==> config.mk <==
export PLATFORM = sky130hd
export DESIGN_NAME = dir_slice
export DESIGN_NICKNAME = d
export VERILOG_FILES = /design/src/rtl/dir_pkg.sv /design/src/rtl/dir_tag_store.sv /design/src/rtl/dir_data_store.sv /design/src/rtl/dir_decide.sv /design/src/rtl/dir_slice.sv
export SDC_FILE = /design/constraint.sdc
export NUM_CORES = 1
export LEC_CHECK = 0
export ABC_AREA = 0
export BUFFER_PORTS_ARGS = -buffer_cell sky130_fd_sc_hd__buf_2
export CORE_ASPECT_RATIO = 0.5
export CORE_MARGIN = 10
export CORE_UTILIZATION = 57
export DETAILED_ROUTE_END_ITERATION = 10
export HOLD_SLACK_MARGIN = 0.06
export PLACE_DENSITY = 0.78
export SYNTH_ARGS = -nofsm -noshare
export SYNTH_HDL_FRONTEND = slang
export SYNTH_SLANG_ARGS = --single-unit
==> constraint.sdc <==
create_clock -name clk -period 9 [get_ports clk]
set_input_delay 0.9 -clock clk [delete_from_list [all_inputs] [get_ports clk]]
set_output_delay 0.9 -clock clk [all_outputs]
set_load 0.01 [all_outputs]
==> src/rtl/dir_pkg.sv <==
package dir_pkg;
  typedef enum logic [1:0] {
    MSG_FETCH = 2'd0,
    MSG_EVC   = 2'd1,
    MSG_EVD   = 2'd2,
    MSG_RSV   = 2'd3
  } msg_e;

  typedef enum logic {
    RSP_DATA = 1'b0,
    RSP_ACK  = 1'b1
  } rsp_e;
endpackage

==> src/rtl/dir_tag_store.sv <==
module dir_tag_store #(
  parameter int IDX_W  = 3,
  parameter int TAG_W  = 9,
  parameter int NCORES = 4
) (
  input  logic              clk,
  input  logic              rst,
  input  logic [IDX_W-1:0]  rd_idx,
  output logic              rd_valid,
  output logic [TAG_W-1:0]  rd_tag,
  output logic [NCORES-1:0] rd_shr,
  output logic              rd_dirty,
  input  logic              we,
  input  logic [IDX_W-1:0]  wr_idx,
  input  logic [TAG_W-1:0]  wr_tag,
  input  logic [NCORES-1:0] wr_shr,
  input  logic              wr_dirty
);
  localparam int SETS = 1 << IDX_W;

  logic [SETS-1:0]   vld;
  logic [TAG_W-1:0]  tag_mem [SETS];
  logic [NCORES-1:0] shr_mem [SETS];
  logic              drt_mem [SETS];

  always_ff @(posedge clk) begin
    if (rst) vld <= '0;
    else if (we) vld[wr_idx] <= 1'b1;
  end

  always_ff @(posedge clk) begin
    if (we) begin
      tag_mem[wr_idx] <= wr_tag;
      shr_mem[wr_idx] <= wr_shr;
      drt_mem[wr_idx] <= wr_dirty;
    end
  end

  assign rd_valid = vld[rd_idx];
  assign rd_tag   = tag_mem[rd_idx];
  assign rd_shr   = shr_mem[rd_idx];
  assign rd_dirty = drt_mem[rd_idx];
endmodule

==> src/rtl/dir_data_store.sv <==
module dir_data_store #(
  parameter int IDX_W   = 3,
  parameter int BLOCK_W = 32
) (
  input  logic               clk,
  input  logic [IDX_W-1:0]   rd_idx,
  output logic [BLOCK_W-1:0] rd_data,
  input  logic               we,
  input  logic [IDX_W-1:0]   wr_idx,
  input  logic [BLOCK_W-1:0] wr_data
);
  localparam int SETS = 1 << IDX_W;

  logic [BLOCK_W-1:0] mem [SETS];

  always_ff @(posedge clk) begin
    if (we) mem[wr_idx] <= wr_data;
  end

  assign rd_data = mem[rd_idx];
endmodule

==> src/rtl/dir_decide.sv <==
module dir_decide
  import dir_pkg::*;
#(
  parameter int NCORES  = 4,
  parameter int ADDR_W  = 12,
  parameter int IDX_W   = 3,
  parameter int BLOCK_W = 32,
  localparam int CID_W  = $clog2(NCORES),
  localparam int TAG_W  = ADDR_W - IDX_W
) (
  input  logic [1:0]         mtype,
  input  logic [CID_W-1:0]   src,
  input  logic [ADDR_W-1:0]  addr,
  input  logic [BLOCK_W-1:0] wdata_in,
  input  logic               e_valid,
  input  logic [TAG_W-1:0]   e_tag,
  input  logic [NCORES-1:0]  e_shr,
  input  logic               e_dirty,
  input  logic [BLOCK_W-1:0] e_data,
  output logic               tag_we,
  output logic [NCORES-1:0]  n_shr,
  output logic               n_dirty,
  output logic               data_we,
  output logic [BLOCK_W-1:0] n_data,
  output logic               r_kind,
  output logic [BLOCK_W-1:0] r_data,
  output logic               err,
  output logic               victim,
  output logic [ADDR_W-1:0]  v_addr
);
  logic [TAG_W-1:0]   tag;
  logic [IDX_W-1:0]   idx;
  logic [NCORES-1:0]  src_bit;
  logic [BLOCK_W-1:0] fill;
  logic               hit, holds;

  always_comb begin
    tag = addr[ADDR_W-1:IDX_W];
    idx = addr[IDX_W-1:0];
    src_bit = '0;
    src_bit[src] = 1'b1;
    fill = '0;
    fill[ADDR_W-1:0] = addr;
    hit   = e_valid && (e_tag == tag);
    holds = hit && ((e_shr & src_bit) != '0);
    v_addr = {e_tag, idx};

    tag_we  = 1'b0;
    n_shr   = e_shr;
    n_dirty = e_dirty;
    data_we = 1'b0;
    n_data  = wdata_in;
    r_kind  = RSP_ACK;
    r_data  = '0;
    err     = 1'b0;
    victim  = 1'b0;

    unique case (msg_e'(mtype))
      MSG_FETCH: begin
        r_kind = RSP_DATA;
        tag_we = 1'b1;
        if (hit) begin
          n_shr  = e_shr | src_bit;
          r_data = e_data;
        end else begin
          n_shr   = src_bit;
          n_dirty = 1'b0;
          data_we = 1'b1;
          n_data  = fill;
          r_data  = fill;
          victim  = e_valid;
        end
      end
      MSG_EVC: begin
        if (holds) begin
          tag_we = 1'b1;
          n_shr  = e_shr & ~src_bit;
        end else begin
          err = 1'b1;
        end
      end
      MSG_EVD: begin
        if (holds) begin
          tag_we  = 1'b1;
          n_shr   = e_shr & ~src_bit;
          n_dirty = 1'b1;
          data_we = 1'b1;
        end else begin
          err = 1'b1;
        end
      end
      default: err = 1'b1;
    endcase
  end
endmodule

==> src/rtl/dir_slice.sv <==
module dir_slice
  import dir_pkg::*;
#(
  parameter int NCORES  = 4,
  parameter int ADDR_W  = 12,
  parameter int IDX_W   = 3,
  parameter int BLOCK_W = 32,
  localparam int CID_W  = $clog2(NCORES),
  localparam int TAG_W  = ADDR_W - IDX_W
) (
  input  logic               clk,
  input  logic               rst,
  input  logic               in_valid,
  output logic               in_ready,
  input  logic [1:0]         in_type,
  input  logic [CID_W-1:0]   in_src,
  input  logic [ADDR_W-1:0]  in_addr,
  input  logic [BLOCK_W-1:0] in_data,
  output logic               rsp_valid,
  output logic               rsp_kind,
  output logic [CID_W-1:0]   rsp_dest,
  output logic [ADDR_W-1:0]  rsp_addr,
  output logic [BLOCK_W-1:0] rsp_data,
  output logic               proto_err,
  output logic               incl_victim,
  output logic [ADDR_W-1:0]  victim_addr,
  output logic [NCORES-1:0]  victim_sharers,
  output logic               victim_dirty
);
  logic               rdy, acc;
  logic [IDX_W-1:0]   idx;
  logic               e_valid, e_dirty;
  logic [TAG_W-1:0]   e_tag;
  logic [NCORES-1:0]  e_shr;
  logic [BLOCK_W-1:0] e_data;
  logic               tag_we, data_we, n_dirty;
  logic [NCORES-1:0]  n_shr;
  logic [BLOCK_W-1:0] n_data, r_data;
  logic               r_kind, err, victim;
  logic [ADDR_W-1:0]  v_addr;

  assign acc      = in_valid && rdy;
  assign idx      = in_addr[IDX_W-1:0];
  assign in_ready = rdy;

  dir_tag_store #(.IDX_W(IDX_W), .TAG_W(TAG_W), .NCORES(NCORES)) u_tags (
    .clk(clk), .rst(rst), .rd_idx(idx),
    .rd_valid(e_valid), .rd_tag(e_tag), .rd_shr(e_shr), .rd_dirty(e_dirty),
    .we(acc && tag_we), .wr_idx(idx), .wr_tag(in_addr[ADDR_W-1:IDX_W]),
    .wr_shr(n_shr), .wr_dirty(n_dirty)
  );

  dir_data_store #(.IDX_W(IDX_W), .BLOCK_W(BLOCK_W)) u_data (
    .clk(clk), .rd_idx(idx), .rd_data(e_data),
    .we(acc && data_we), .wr_idx(idx), .wr_data(n_data)
  );

  dir_decide #(.NCORES(NCORES), .ADDR_W(ADDR_W), .IDX_W(IDX_W), .BLOCK_W(BLOCK_W)) u_dec (
    .mtype(in_type), .src(in_src), .addr(in_addr), .wdata_in(in_data),
    .e_valid(e_valid), .e_tag(e_tag), .e_shr(e_shr), .e_dirty(e_dirty), .e_data(e_data),
    .tag_we(tag_we), .n_shr(n_shr), .n_dirty(n_dirty), .data_we(data_we), .n_data(n_data),
    .r_kind(r_kind), .r_data(r_data), .err(err), .victim(victim), .v_addr(v_addr)
  );

  always_ff @(posedge clk) begin
    if (rst) begin
      rdy         <= 1'b0;
      rsp_valid   <= 1'b0;
      proto_err   <= 1'b0;
      incl_victim <= 1'b0;
    end else begin
      rdy         <= 1'b1;
      rsp_valid   <= acc;
      proto_err   <= acc && err;
      incl_victim <= acc && victim;
    end
  end

  always_ff @(posedge clk) begin
    if (acc) begin
      rsp_kind       <= r_kind;
      rsp_dest       <= in_src;
      rsp_addr       <= in_addr;
      rsp_data       <= r_data;
      victim_addr    <= v_addr;
      victim_sharers <= e_shr;
      victim_dirty   <= e_dirty;
    end
  end
endmodule

=== Word-level counts from Yosys, hierarchy flattened ===
Memory sizes are Yosys's and may differ from the RTL's.
Cells that the tools add are included.

* Bits in writable memories: 368
* Logic and storage cells: 71
* Flip-flop bits (word level): 76
* Input port bits: 51
* Memories kept: 4

{| class="wikitable"
|+ Memory list
! memory !! depth !! width !! rd ports !! clocked after memory_dff !! write ports !! RTL line !! source
|-
| u_data.mem || 8 || 32 || 1 || 0 || 1 || dir_data_store.sv:14 || <nowiki>logic [BLOCK_W-1:0] mem [SETS];</nowiki>
|-
| u_tags.tag_mem || 8 || 9 || 1 || 0 || 1 || dir_tag_store.sv:22 || <nowiki>logic [TAG_W-1:0] tag_mem [SETS];</nowiki>
|-
| u_tags.shr_mem || 8 || 4 || 1 || 0 || 1 || dir_tag_store.sv:23 || <nowiki>logic [NCORES-1:0] shr_mem [SETS];</nowiki>
|-
| u_tags.drt_mem || 8 || 1 || 1 || 0 || 1 || dir_tag_store.sv:24 || <nowiki>logic drt_mem [SETS];</nowiki>
|}

* Mux-type cells: 29
* Magnitude comparators: 4
* Reduce and logical (&&, ||, !) cells: 13
* Bitwise logic cells: 5
* Eq/ne operators: 3

{| class="wikitable"
|+ Operators with widths
! cell !! count
|-
| 32-bit 2-to-1 mux || 2
|-
| 1-bit 2-to-1 mux || 16
|-
| 12-bit 2-to-1 mux || 1
|-
| 9-bit == test || 1
|-
| 1-bit logical AND || 9
|-
| 4-bit AND || 2
|-
| 4-bit 2-to-1 mux || 2
|-
| 8-bit bitwise OR || 1
|-
| 1-bit case mux with 2 select lines || 4
|-
| 4-bit case mux with 2 select lines || 1
|-
| 3-bit by 4-bit less-than comparator with 1-bit output, second input constant || 1
|-
| 4-bit inverter || 1
|-
| 4-bit bitwise OR || 1
|-
| 4-bit nonzero test || 1
|-
| 1-bit binary-select mux with 3-bit select || 1
|-
| 1-bit demux with 3-bit select || 1
|-
| 3-bit by 1-bit greater-or-equal comparator with 1-bit output, second input constant || 1
|-
| 2-bit by 3-bit less-than comparator with 1-bit output, second input constant || 1
|-
| 1-bit demux with 2-bit select || 1
|-
| 2-bit by 1-bit == test with 1-bit output, second input constant || 1
|-
| 2-bit == test, second input constant || 1
|-
| 2-bit by 1-bit greater-or-equal comparator with 1-bit output, second input constant || 1
|-
| 2-bit zero test || 1
|-
| 2-bit AND reduction || 1
|-
| 2-bit OR reduction || 1
|}

=== Logic depth before layout (Yosys ltp) ===
Gate-level depths: netlist (run 1).

* Depth after elaboration: 12
* Mapped depth: 12
* Mapped depth without buffers: 8

=== Hierarchy ===
From an unflattened synthesis (run 1), not the netlist that was laid out.

* Cells, all modules: 820
* Area total of the unflattened synthesis: 17700.7 µm²

{| class="wikitable"
|+ By module, submodules not included
! module !! times used !! cells each !! area each (µm²) !! sequential area each (µm²)
|-
| dir_data_store || 1 || 383 || 9825.7 || 7687.4
|-
| dir_tag_store || 1 || 207 || 4718.3 || 3523.4
|-
| dir_slice || 1 || 75 || 2058.2 || 2001.9
|-
| dir_decide || 1 || 155 || 1098.6 || 0.0
|}

=== Worst setup path after synthesis (run 1) ===
No wires, ideal clock.

* Path kind: input to register
* Start: in in_addr[1]
* End: mem u_data.mem[4][0], enable pin
* Path slack: 3508 ps
* Stages: 10
* Required time: 8528 ps
* Library setup time: 472 ps
* Arrival time: 5020 ps
* Cell sequence: buf_6 > buf_2 > mux4_2 > mux2i_1 > xnor2_1 > nand3_1 > or2_2 > o21ai_2 > clkbuf_1 > o32ai_1

* Longest elaborated chain between the ends: 9

{| class="wikitable"
|+ Ends and longest elaborated chain
! what !! RTL line !! source
|-
| start: declaration || dir_slice.sv:17 || <nowiki>input logic [ADDR_W-1:0] in_addr,</nowiki>
|-
| memory 8 x 9 bit, or another cell as far along || n/a ||
|-
| 9-bit == test, or another cell as far along || dir_decide.sv:44 || <nowiki>hit = e_valid && (e_tag == tag);</nowiki>
|-
| 1-bit logical AND or 4-bit nonzero test (tied branches) || dir_decide.sv:44, dir_decide.sv:45 ||
|-
| 1-bit logical AND || dir_decide.sv:45 || <nowiki>holds = hit && ((e_shr & src_bit) != '0);</nowiki>
|-
| 1-bit 2-to-1 mux || dir_decide.sv:83 || <nowiki>if (holds) begin</nowiki>
|-
| 1-bit case mux with 2 select lines || dir_decide.sv:58 || <nowiki>unique case (msg_e'(mtype))</nowiki>
|-
| 1-bit logical AND || dir_slice.sv:55 || <nowiki>.we(acc && data_we), .wr_idx(idx), .wr_data(n_data)</nowiki>
|-
| 1-bit 2-to-1 mux || dir_data_store.sv:17 || <nowiki>if (we) mem[wr_idx] <= wr_data;</nowiki>
|-
| 1-bit 2-to-1 mux (implied by the code) || dir_data_store.sv:17 ||
|-
| end: declaration || dir_data_store.sv:14 ||
|}

Several ways; a longest one is shown, not always the timed one. The select of a mux whose other input is x is not followed.

=== Worst setup path in the final report (run 1) ===
* Start: in in_addr[0]
* End: mem u_data.mem[3][26], enable pin

* Longest elaborated chain between the ends: 9

{| class="wikitable"
|+ Ends and longest elaborated chain
! what !! RTL line !! source
|-
| memory 8 x 9 bit * || n/a ||
|-
| net e_tag[7] || dir_slice.sv:33 || <nowiki>logic [TAG_W-1:0] e_tag;</nowiki>
|-
| 9-bit == test * || dir_decide.sv:44 ||
|-
| 1-bit logical AND * || dir_decide.sv:44 ||
|-
| 1-bit logical AND || dir_decide.sv:45 ||
|-
| 1-bit 2-to-1 mux || dir_decide.sv:83 ||
|-
| 1-bit case mux with 2 select lines * || dir_decide.sv:58 ||
|-
| 1-bit logical AND * || dir_slice.sv:55 ||
|-
| 1-bit 2-to-1 mux * || dir_data_store.sv:17 ||
|-
| 1-bit 2-to-1 mux (implied by the code) * || dir_data_store.sv:17 ||
|}

The timed path passes the listed nets; every way through them passes the cells marked *. The select of a mux whose other input is x is not followed.

==> metrics.md, run 1 <==
| Metric | Value |
|---|---|
| Post-cts hold buffer count | `0` |
| CP arrival | `~5.2 ns` |
| Commonest non-fill, non-tap cell in the layout | `edfxtp_1` |
| Final Max Slew Viols | `0` |
| Initial core utilization | `about three fifths` |
| Worst-Margin Slew | `approximately 1.1 ns` |
| Final WL | `between 30000 and 40000 um` |
| CP max stage delay | `approximately 0.8 ns` |
| CP endpoint kind | `flip-flop` |
| Unique cell type count in the Yosys netlist | `57` |
| Post-synth ARST share | `0%` |
| CTS Buffer Depth | `3` |
| Reg-to-reg setup timing slack | `approximately 5.1 ns` |
| First-pass GRT wire length | `between 50000 and 60000 um` |
| Startpoint types | `primary input` |
| Pin count of the biggest net entering global routing | `66` |
| Detailed Routing Iterations Pass 1 | `5` |
| Peak fanout along the critical path | `43` |
| Critical path buffer and inverter count | `3` |
| Fin. Hold Viols | `0` |
| Mapped Cells | `about 950` |
| Final nets | `between 1000 and 1500` |
| Synth Register Bits | `about 440` |
| Worst Setup SP | `in_addr[0]` |
| Share of post-route cells with drive strength above 1 | `between 20% and 30%` |
| Hold WS | `0.471 ns` |
| Crit-path slowest cell | `nand3_1` |
| Rows | `44` |
| Clk sinks | `between 400 and 500` |
| CTS H-tree lvls | `2` |
| PostCTS Resize Cnt | `0` |
| Syn_area_per_cell | `18.1 um2` |
| Die area | `approximately 38000 um2` |
| CP cell instances | `buf_2 > clkinv_1 > a221oi_1 > o221ai_2 > xnor2_1 > nor4_1 > nand3_1 > o22ai_4 > buf_4` |
| FF-to-FF path depth | `8` |
| Antenna-violating nets left | `0` |
| Reg2reg start | `u_tags.tag_mem[4][7]` |
| Top Ports | `119` |
| Worst VDD drop | `roughly 0.12 mV` |
| Sequential share of the synthesized area | `about three quarters` |
| EDFF count, synth | `429` |
| Synthesis Warnings | `0` |
| Setup Fix Bufs, Post-CTS | `0` |
| Final min period | `a little over 5 ns` |
| Clock slew at reported path FFs | `~0.06 ns` |
| TritonCTS clock tree | `built` |
| Clock latency on the worst-skew pair | `roughly 0.55 ns` |
| Critical Path RT | `between 9 and 10 ns` |
| Gr ovfl total | `0` |
| Most frequent cells in the layout | `edfxtp_1 (429), buf_2 (118), a22oi_1 (95)` |
| Clk_skew | `0.0290 ns` |
| Die X | `265 um` |
| Die Y | `around 140 um` |
| Power Total | `between 4 and 5 mW` |
| Via/cell ratio | `approximately 6.4` |
| Initial antenna violation count | `1` |
| Min-delay src | `u_tags.vld[2]` |
| Top FF cell, synth | `edfxtp_1` |
| All-layer global routing usage | `approximately 20%` |
| Crit Reg-Reg Endpoint | `u_data.mem[3][26]` |
| Crit-path leading delay family | `buffers and inverters` |
| Setup violations, final | `0` |
| LEAKAGE | `just over 6 nW` |
| Period utilization | `56.3%` |
| Vias in the first global route | `9621` |
| Max-cap violations | `0` |
| Fmax | `approximately 200 MHz` |
| RePlAce Congestion | `around 0.84` |
| Input/output buffers | `around 120` |
| Post-DR wirelength/cell | `25.8 um` |
| Status | `completed` |
| DRT iter0 DRCs | `roughly 1100` |
| Worst hold endpoint | `u_tags.vld[2]` |
| Area Overhead vs Synth | `13.5%` |
| Net Count, Synth | `roughly 1000` |
| Total CTS buffers | `38` |
| Vias post-DR | `9497` |
| Hold Path Stages | `2` |
| TNS Setup | `0 ns` |
| Class of the worst hold path | `reg -> reg` |
| Critical path class | `in -> reg` |
| RSZ-0062 raised after global routing | `no` |
| DRC Markers | `0` |
| Root Driver | `clkbuf_16` |
| Slew HR | `24.2%` |
| Pwr/cell area | `about 210 nW/um2` |
| DP HPWL | `about 21000 um` |
| Post-Syn Area | `between 15000 and 20000 um2` |
| Core Region | `between 20000 and 30000 um2` |
[Yosys cell counts (4+ instances only)]
| cell | instances | share of area [%] |
|---|---|---|
| nand2_1 | 28 | 0.61 |
| o22ai_2 | 10 | 0.73 |
| nand3_1 | 4 | 0.12 |
| and4_1 | 10 | 0.51 |
| o22ai_1 | 10 | 0.37 |
| buf_6 | 6 | 0.39 |
| dfxtp_1 | 12 | 1.4 |
| nor3_1 | 5 | 0.15 |
| a21oi_1 | 15 | 0.44 |
| or3_1 | 6 | 0.22 |
| a31oi_4 | 20 | 2.5 |
| buf_1 | 5 | 0.11 |
| inv_1 | 21 | 0.46 |
| o21ai_0 | 7 | 0.20 |
| mux4_2 | 11 | 1.4 |
| a22o_1 | 27 | 1.4 |
| and2_1 | 22 | 0.80 |
| nand2b_1 | 8 | 0.29 |
| a22oi_1 | 95 | 4.2 |
| edfxtp_1 | 429 | 75 |
| buf_2 | 6 | 0.18 |
| nor2b_1 | 5 | 0.18 |
| and3_1 | 4 | 0.15 |
| a221oi_1 | 25 | 1.3 |
| a21boi_0 | 4 | 0.18 |
| nor2_1 | 32 | 0.70 |
| mux2_2 | 18 | 1.2 |
| xnor2_1 | 5 | 0.26 |
| mux2i_1 | 18 | 1.1 |
| buf_4 | 5 | 0.22 |
| o32ai_1 | 4 | 0.20 |
| clkbuf_1 | 29 | 0.64 |
[kinds of logic (layout without fill, tap and decap cells)]
| family | count (synthesis) | after routing | share of synthesized area (%) |
|---|---|---|---|
| DFF | 441 | 441 | 76.6 |
| AOI/OAI and AO/OA | 238 | 238 | 12.5 |
| and+or+nand+nor | 133 | 133 | 4.10 |
| buffers and inverters | 78 | 228 | 2.48 |
| muxes | 49 | 49 | 3.84 |
| xor gates and xnor gates | 5 | 5 | 0.256 |
| adders and majority gates | 3 | 3 | 0.219 |
| other | 0 | 1 | 0 |
[report_power, final]
| part | switching, mW | leakage [nW] | internal [mW] |
|---|---|---|---|
| clock | 0.707 | 0.586 | 0.917 |
| sequential | 0.00464 | 4.02 | 2.28 |
| combinational | 0.151 | 1.61 | 0.0713 |
| total | 0.863 | 6.21 | 3.27 |
[worst max path at each step]
stage,cells past startpoint,slack (ns),end
2_1_floorplan,10,3.51,u_data.mem[4][0]
3_3_place_gp,9,3.67,u_data.mem[1][26]
3_5_place_dp,9,3.49,u_data.mem[3][17]
4_1_cts,9,4.05,u_data.mem[3][10]
5_1_grt,9,3.73,u_data.mem[3][10]
6_report,9,3.93,u_data.mem[3][26]
[area by class of cell]
cell class | count | area, um2
multi-input cells | 428 | 3760
fillers | 1910 | 9850
clock buffers | 40 | 958
inverters | 23 | 86.3
clock inverters | 25 | 260
well taps | 391 | 489
diodes | 1 | 2.50
repair buffers | 140 | 756
flip-flops and latches | 441 | 13100
[worst register-to-register path, delay by kind of cell, from the launching register on]
family	cells	cell delay, ns
AO/OA/AOI/OAI	3	0.94
multiplexers	1	0.28
XOR/XNOR	1	0.16
buffers and inverters	1	0.51
flip-flops	1	0.42
AND/OR/NAND/NOR	2	1.23
[flip-flops by register name, summed over array words and instances (netlist names)]
name,count
rsp_valid,1
incl_victim,1
u_data.mem,256
u_tags.vld,8
victim_addr,9
proto_err,1
u_tags.shr_mem,32
in_ready,1
rsp_data,32
rsp_addr,12
victim_dirty,1
u_tags.tag_mem,72
rsp_dest,2
rsp_kind,1
victim_sharers,4
u_tags.drt_mem,8
[stage by stage]
step,worst slack (ns),area [um2],cells,utilization (%)
finish,3.93,19400,1489,66.4
floorplan,3.51,17100,947,-
global route,3.73,19400,1489,66.4
detailed placement,3.49,18200,1423,62.2
CTS,4.05,19400,1488,66.4
global placement,3.67,18200,1423,62.2
[routing by layer]
metal	GRT usage [%]	up-vias	part of all wire, %
met5	0	-	0
met2	34.1	448	50
met4	6.83	0	2.2
met3	3.97	78	7.8
met1	25.1	4842	40
li1	-	4129	-
No activity file was read; power rests on OpenSTA's default activity.
==> run 2, diff against run 1 <==
--- a/config.mk
+++ b/config.mk
@@ -9,10 +9,10 @@
 export BUFFER_PORTS_ARGS = -buffer_cell sky130_fd_sc_hd__buf_2
 export CORE_ASPECT_RATIO = 0.5
 export CORE_MARGIN = 10
-export CORE_UTILIZATION = 57
+export CORE_UTILIZATION = 54
 export DETAILED_ROUTE_END_ITERATION = 10
 export HOLD_SLACK_MARGIN = 0.06
-export PLACE_DENSITY = 0.78
+export PLACE_DENSITY = 0.77
 export SYNTH_ARGS = -nofsm -noshare
 export SYNTH_HDL_FRONTEND = slang
 export SYNTH_SLANG_ARGS = --single-unit
==> constraint.sdc (replaced) <==
create_clock -name clk -period 4.4 [get_ports clk]
set_input_delay 0.44 -clock clk [delete_from_list [all_inputs] [get_ports clk]]
set_output_delay 0.44 -clock clk [all_outputs]
set_load 0.01 [all_outputs]
==> run 2 against run 1 <==
Compared with the run above:
- total power increased by 100%
- first-iteration DRC count increased by 3.9%
- register-to-register slack got worse by 4.3 ns
- cell area increased by 1.2%
- sequential power increased by 100%
- cell count increased by 4.3%
- worst setup slack got worse by 3.3 ns
- hold slack got worse by 0.30 ns
- utilization decreased by 2.5 points
- clock skew decreased by 0.0023 ns
- sequential share of layout area decreased by 0.83 points
- largest cell class unchanged
- largest power group unchanged
- highest routed layer unchanged
==> metrics.md, run 2 (synthesized netlist as in run 1, its figures left out) <==
| Metric | Value |
|---|---|
| Status | `completed` |
| CP cell instances | `buf_2 > buf_4 > mux2i_1 > a22o_1 > or3_1 > nand4_1 > nor4_1 > buf_4 > nand3_1 > o22ai_4 > buf_4` |
| Clock latency on the worst-skew pair | `0.56 ns (about the same)` |
| Total CTS buffers | `38 (unchanged)` |
| Crit-path leading delay family | `buffers and inverters` |
| Gr ovfl total | `0 (unchanged)` |
| Min-delay src | `rst` |
| Die X | `272 um (+2.5%)` |
| Clock slew at reported path FFs | `0.06 ns (about the same)` |
| Via/cell ratio | `6.24 (-2.2%)` |
| Critical path depth | `11 (+2)` |
| DRT iter0 DRCs | `1109 (+3.9%)` |
| Final WL | `40100 um (+4.5%)` |
| Reg2reg start | `u_tags.tag_mem[4][4]` |
| Final Max Slew Viols | `0 (unchanged)` |
| Startpoint types | `primary input` |
| Commonest non-fill, non-tap cell in the layout | `edfxtp_1` |
| Post-DR wirelength/cell | `25.8 um (+0.16%)` |
| Initial antenna violation count | `0 (-1)` |
| PostCTS Resize Cnt | `0 (unchanged)` |
| Fmax | `roughly 260 MHz` |
| Share of post-route cells with drive strength above 1 | `27.3% (+1.4 points)` |
| Critical path buffer and inverter count | `4 (+1)` |
| Setup WS pre-CTS | `0.0950 ns (-3.39 ns)` |
| Initial core utilization | `55.6% (-2.9 points)` |
| Power Total | `8.47 mW (+100%)` |
| Critical Path RT | `4.66 ns (-4.51 ns)` |
| TritonCTS clock tree | `built` |
| Max FFs per register | `256 (unchanged)` |
| Setup Fix Bufs, Post-CTS | `0 (unchanged)` |
| Max-cap violations | `0 (unchanged)` |
| Core Region | `30800 um2 (+5.2%)` |
| CP endpoint kind | `flip-flop` |
| Class of the worst hold path | `in -> reg` |
| Root Driver | `clkbuf_16` |
| Critical path class | `in -> reg` |
| GR Layer Usage met3 | `4.18% (+0.21 points)` |
| Grt peak-use layer | `met2` |
| Slew HR | `36.6% (+12 points)` |
| CP max stage delay | `0.86 ns (+0.06 ns)` |
| Fin. Hold Viols | `0 (unchanged)` |
| Die area | `39700 um2 (+4.9%)` |
| Input/output buffers | `118 (unchanged)` |
| Clk_skew | `0.0267 ns (-0.00230 ns)` |
| DRC Markers | `0 (unchanged)` |
| # fillers | `2021 (+5.8%)` |
| Worst-Margin Slew | `0.950 ns (-0.187 ns)` |
| N_diodes | `0 (-1)` |
| Post-cts hold buffer count | `0 (unchanged)` |
| RSZ-0062 raised after global routing | `no` |
| Die Y | `146 um (+2.4%)` |
| M1 GR Usage | `25.0% (-0.089 points)` |
| RePlAce Congestion | `0.854 (+1.5%)` |
| Setup ws final | `0.596 ns (-3.33 ns)` |
| All-layer global routing usage | `19.6% (-0.27 points)` |
| Multi-input logic area | `3740 um2 (-0.50%)` |
| Global routing usage on met2 | `32.6% (-1.5 points)` |
| Pwr/cell area | `430 nW/um2 (+100%)` |
| Pin count of the biggest net entering global routing | `38 (-42%)` |
| Most used cell, CP | `buf_4` |
| Biggest register | `u_data.mem` |
| Rows | `45 (+2.3%)` |
| FF-to-FF path depth | `9 (+1)` |
| Register area | `13100 um2 (unchanged)` |
| LEAKAGE | `6.38 nW (+2.6%)` |
| Area Overhead vs Synth | `14.9%` |
| Clk sinks | `441 (unchanged)` |
| Placed instance area | `18400 um2 (+1.3%)` |
| Setup violations, final | `0 (unchanged)` |
| Post-route cell area | `19700 um2 (+1.2%)` |
| DP HPWL | `23700 um (+11%)` |
| First-pass GRT wire length | `59800 um (+4.2%)` |
| Detailed Routing Iterations Pass 1 | `6 (+1)` |
| Biggest regs | `u_data.mem (256), u_tags.tag_mem (72)` |
| Crit-path slowest cell | `o22ai_4` |
| CTS Buffer Depth | `3 (unchanged)` |
| Worst Setup SP | `in_addr[0]` |
| Final nets | `1154 (+2.5%)` |
| Vias in the first global route | `9788 (+1.7%)` |
| Hold Path Stages | `2 (unchanged)` |
| Peak fanout along the critical path | `21 (-51%)` |
| Antenna-violating nets left | `0 (unchanged)` |
| Vias post-DR | `9691 (+2.0%)` |
| CP arrival | `4.06 ns (-1.18 ns)` |
| Most frequent cells in the layout | `edfxtp_1 (429), buf_2 (118), a22oi_1 (95)` |
| Worst VDD drop | `0.258 mV (+110%)` |
| Top Ports | `119 (unchanged)` |
| Final min period | `roughly 3.8 ns` |
| CTS H-tree lvls | `2 (unchanged)` |
| Period utilization | `between 80 and 90%` |
run 2: cell types whose count changed in the layout (fill, tap and decap cells not counted), moves of 2 or more:
cell / change
clkbuf_16: +2
clkinvlp_4: -4
a21boi_2: -4
a21boi_1: +4
bufinv_16: -3
clkbuf_8: +3
buf_4: +28
inv_6: +2
clkbuf_1: +6
clkinv_1: -2
run 2: cell type report:
class                           count  area share [%]
Sequential cell                   441            66.7
Timing Repair Buffer              168            4.91
Inverter                           23           0.439
Clock inverter                     19           0.807
Multi-Input combinational cell    428            19.0
Clock buffer                       51            5.45
Tap cell                          423            2.69
run 2: path summary, 6_finish.rpt:
check / end / slack [ns]
max: u_data.mem[0][6] / 0.60
min reg2reg: u_tags.vld[5] / 0.48
max reg2reg: u_tags.tag_mem[0][5] / 0.75
min: in_ready / 0.17
run 2: worst register-to-register path: cells and delay by family (launching register included):
| family | cells | cell delay [ns] |
|---|---|---|
| AOI/OAI and AO/OA | 1 | 0.86 |
| xor gates and xnor gates | 1 | 0.16 |
| buffers and inverters | 2 | 0.47 |
| DFF | 1 | 0.41 |
| muxes | 2 | 0.80 |
| and+or+nand+nor | 3 | 0.65 |
run 2: metrics by stage:
| stage | utilization, % | setup TNS [ns] | std cells | hold slack, ns |
|---|---|---|---|---|
| 2_1_floorplan | - | -80.87 | 947 | 0.430 |
| 4_1_cts | 63.9 | 0 | 1553 | 0.157 |
| 6_report | 63.9 | 0 | 1553 | 0.171 |
| 3_5_place_dp | 59.9 | 0 | 1483 | 0.465 |
| 5_1_grt | 63.9 | 0 | 1553 | 0.162 |
| 3_3_place_gp | 59.9 | 0 | 1483 | 0.455 |
run 2: power breakdown:
| group | internal [mW] | leakage, nW | switching (mW) |
|---|---|---|---|
| registers | 4.67 | 4.02 | 0.0114 |
| clock network | 1.85 | 0.609 | 1.47 |
| logic | 0.156 | 1.75 | 0.316 |
run 2: per-layer routing:
metal | share of wire [%] | vias to the layer above
met5 | 0 | -
met4 | 2.6 | 0
met3 | 8.7 | 81
met2 | 49 | 530
met1 | 39 | 4922
li1 | - | 4158
==> run 3, diff against run 2 <==
--- a/config.mk
+++ b/config.mk
@@ -12,7 +12,7 @@
 export CORE_UTILIZATION = 54
 export DETAILED_ROUTE_END_ITERATION = 10
 export HOLD_SLACK_MARGIN = 0.06
-export PLACE_DENSITY = 0.77
+export PLACE_DENSITY_LB_ADDON = 0.15
 export SYNTH_ARGS = -nofsm -noshare
 export SYNTH_HDL_FRONTEND = slang
 export SYNTH_SLANG_ARGS = --single-unit
==> run 3 against run 2 <==
Compared with the run above:
- register-to-register slack improved by 0.34 ns
- via count decreased by 2.4%
- sequential share of layout area down 0.097 points
- cell area up 0.15%
- combinational power fell by 1%
- flip-flop and latch count did not move
- global-route usage is 0.19 points higher
- clock-buffer cell count is 2 higher
- first-iteration DRC count decreased by 14%
==> metrics.md, run 3 (synthesized netlist as in run 1, its figures left out) <==
| Metric | Value |
|---|---|
| Post-cts hold buffer count | `0 (unchanged)` |
| Share of post-route cells with drive strength above 1 | `26.8% (-0.41 points)` |
| Die Y | `146 um (unchanged)` |
| Hold WS | `0.185 ns (+0.0139 ns)` |
| Final WL | `39700 um (-0.86%)` |
| Initial core utilization | `55.6% (unchanged)` |
| Clock latency on the worst-skew pair | `0.56 ns (about the same)` |
| Non-filler cells, final | `1548 (-0.32%)` |
| All-layer global routing usage | `19.8% (+0.19 points)` |
| Post-DR wirelength/cell | `25.7 um (-0.54%)` |
| Area Overhead vs Synth | `15.1%` |
| Final nets | `1152 (-0.17%)` |
| Startpoint types | `primary input` |
| Antenna-violating nets left | `0 (unchanged)` |
| CTS Buffer Depth | `3 (unchanged)` |
| Crit-path leading delay family | `buffers and inverters` |
| Root Driver | `clkbuf_16` |
| Fmax | `280 MHz (+6.6%)` |
| M1 GR Usage | `27.2% (+2.2 points)` |
| Die X | `272 um (unchanged)` |
| Commonest non-fill, non-tap cell in the layout | `edfxtp_1` |
| DRT iter0 DRCs | `951 (-14%)` |
| DRC Markers | `0 (unchanged)` |
| Worst-Margin Slew | `1.01 ns (+0.0580 ns)` |
| Biggest regs | `u_data.mem (256), u_tags.tag_mem (72)` |
| Status | `completed` |
| Critical path class | `in -> reg` |
| Period utilization | `81.1% (-5.3 points)` |
| Peak fanout along the critical path | `26 (+24%)` |
| Setup WS pre-CTS | `0.277 ns (+0.182 ns)` |
| LEAKAGE | `6.36 nW (-0.28%)` |
| GR Layer Usage met3 | `3.70% (-0.48 points)` |
| Global routing usage on met2 | `32.0% (-0.61 points)` |
| Worst VDD drop | `0.267 mV (+3.7%)` |
| Rows | `45 (unchanged)` |
| Setup Fix Bufs, Post-CTS | `0 (unchanged)` |
| CP arrival | `3.78 ns (-0.28 ns)` |
| First-pass GRT wire length | `59900 um (+0.20%)` |
| PostCTS Resize Cnt | `0 (unchanged)` |
| Class of the worst hold path | `in -> reg` |
| Max-cap violations | `0 (unchanged)` |
| Pin count of the biggest net entering global routing | `53 (+39%)` |
| Final Core Density | `64.0% (+0.093 points)` |
| CTS H-tree lvls | `2 (unchanged)` |
| Critical Path RT | `4.61 ns (-0.05 ns)` |
| Crit-path slowest cell | `buf_2` |
| Die area | `39700 um2 (unchanged)` |
| # fillers | `2140 (+5.9%)` |
| Core Region | `30800 um2 (unchanged)` |
| Total CTS buffers | `39 (+2.6%)` |
| Biggest register | `u_data.mem` |
| Initial antenna violation count | `0 (unchanged)` |
| RePlAce Congestion | `0.788 (-7.7%)` |
| Grt peak-use layer | `met2` |
| Final min period | `3.57 ns (-0.234 ns)` |
| Vias in the first global route | `9608 (-1.8%)` |
| Detailed Routing Iterations Pass 1 | `5 (-1)` |
| CP max stage delay | `0.55 ns (-0.31 ns)` |
| Clk_skew | `0.0328 ns (+0.00611 ns)` |
| Via/cell ratio | `6.11 (-2.1%)` |
| CP endpoint kind | `flip-flop` |
| Cells after DPL | `1480 (-0.20%)` |
| Fin. Hold Viols | `0 (unchanged)` |
| TritonCTS clock tree | `built` |
| Top Ports | `119 (unchanged)` |
| Pwr/cell area | `426 nW/um2 (-1.1%)` |
| Clk sinks | `441 (unchanged)` |
| Final Max Slew Viols | `0 (unchanged)` |
| Slew HR | `32.4% (-4.1 points)` |
| Vias post-DR | `9460 (-2.4%)` |
| Most frequent cells in the layout | `edfxtp_1 (429), buf_2 (118), a22oi_1 (95)` |
| Clock slew at reported path FFs | `0.06 ns (about the same)` |
| CP cell instances | `buf_2 > mux2_2 > a221oi_1 > o221ai_2 > xnor2_1 > nor4_1 > buf_4 > nand4_1 > a21boi_1 > buf_4` |
| Input/output buffers | `118 (unchanged)` |
| Critical path buffer and inverter count | `3 (-1)` |
| N_diodes | `0 (unchanged)` |
| Setup violations, final | `0 (unchanged)` |
| DP HPWL | `22300 um (-6.0%)` |
| Gr ovfl total | `0 (unchanged)` |
| Max FFs per register | `256 (unchanged)` |
| RSZ-0062 raised after global routing | `no` |
| Setup ws final | `0.830 ns (+0.234 ns)` |
| Reg-to-reg setup timing slack | `1.09 ns (+0.34 ns)` |
| Most used cell, CP | `buf_4` |
## run 3: area by class of cell
cell class	count	area [um2]	share of cell area [%]
Clock buffer	53	1080	5.48
Clock inverter	15	114	0.578
Inverter	23	87.6	0.444
Sequential cell	441	13100	66.6
Multi-Input combinational cell	428	3740	19.0
Tap cell	423	529	2.69
Timing Repair Buffer	165	1030	5.23
## run 3: final timing paths
kind | start | end | cells past startpoint
setup / recovery | in_addr[1] | u_tags.tag_mem[3][5] | 10
hold / removal | rst | in_ready | 2
setup reg to reg | u_tags.tag_mem[4][7] | u_tags.tag_mem[3][5] | 9
hold reg to reg | u_tags.vld[0] | u_tags.vld[0] | 2
## run 3: worst reg2reg max path: cells and delay by family (launching register included)
family | cells | cell delay, ns
buffers and inverters | 2 | 0.55
AO/OA/AOI/OAI | 3 | 0.90
XOR/XNOR | 1 | 0.16
AND/OR/NAND/NOR | 2 | 0.74
flip-flops | 1 | 0.36
multiplexers | 1 | 0.26
## run 3: layer usage
layer | part of all wire, % | vias to the layer above
met5 | 0 | -
met4 | 1.8 | 0
met3 | 7.4 | 50
met2 | 48 | 395
met1 | 43 | 4847
li1 | - | 4168
## run 3: metrics by stage
step / area (um2) / TNS (ns) / total power [mW]
after floorplan: 17100 / -80.87 / 5.05
after global placement: 18500 / 0 / 5.22
after detailed placement: 18500 / 0 / 5.24
after CTS: 19700 / 0 / 8.44
after global routing: 19700 / 0 / 8.67
final: 19700 / 0 / 8.39
## run 3: power breakdown
group          leakage, nW  switching [mW]  internal [mW]
logic                 1.76           0.312          0.154
clock network        0.581            1.46           1.78
registers             4.02          0.0112           4.67
total                 6.36            1.78           6.61
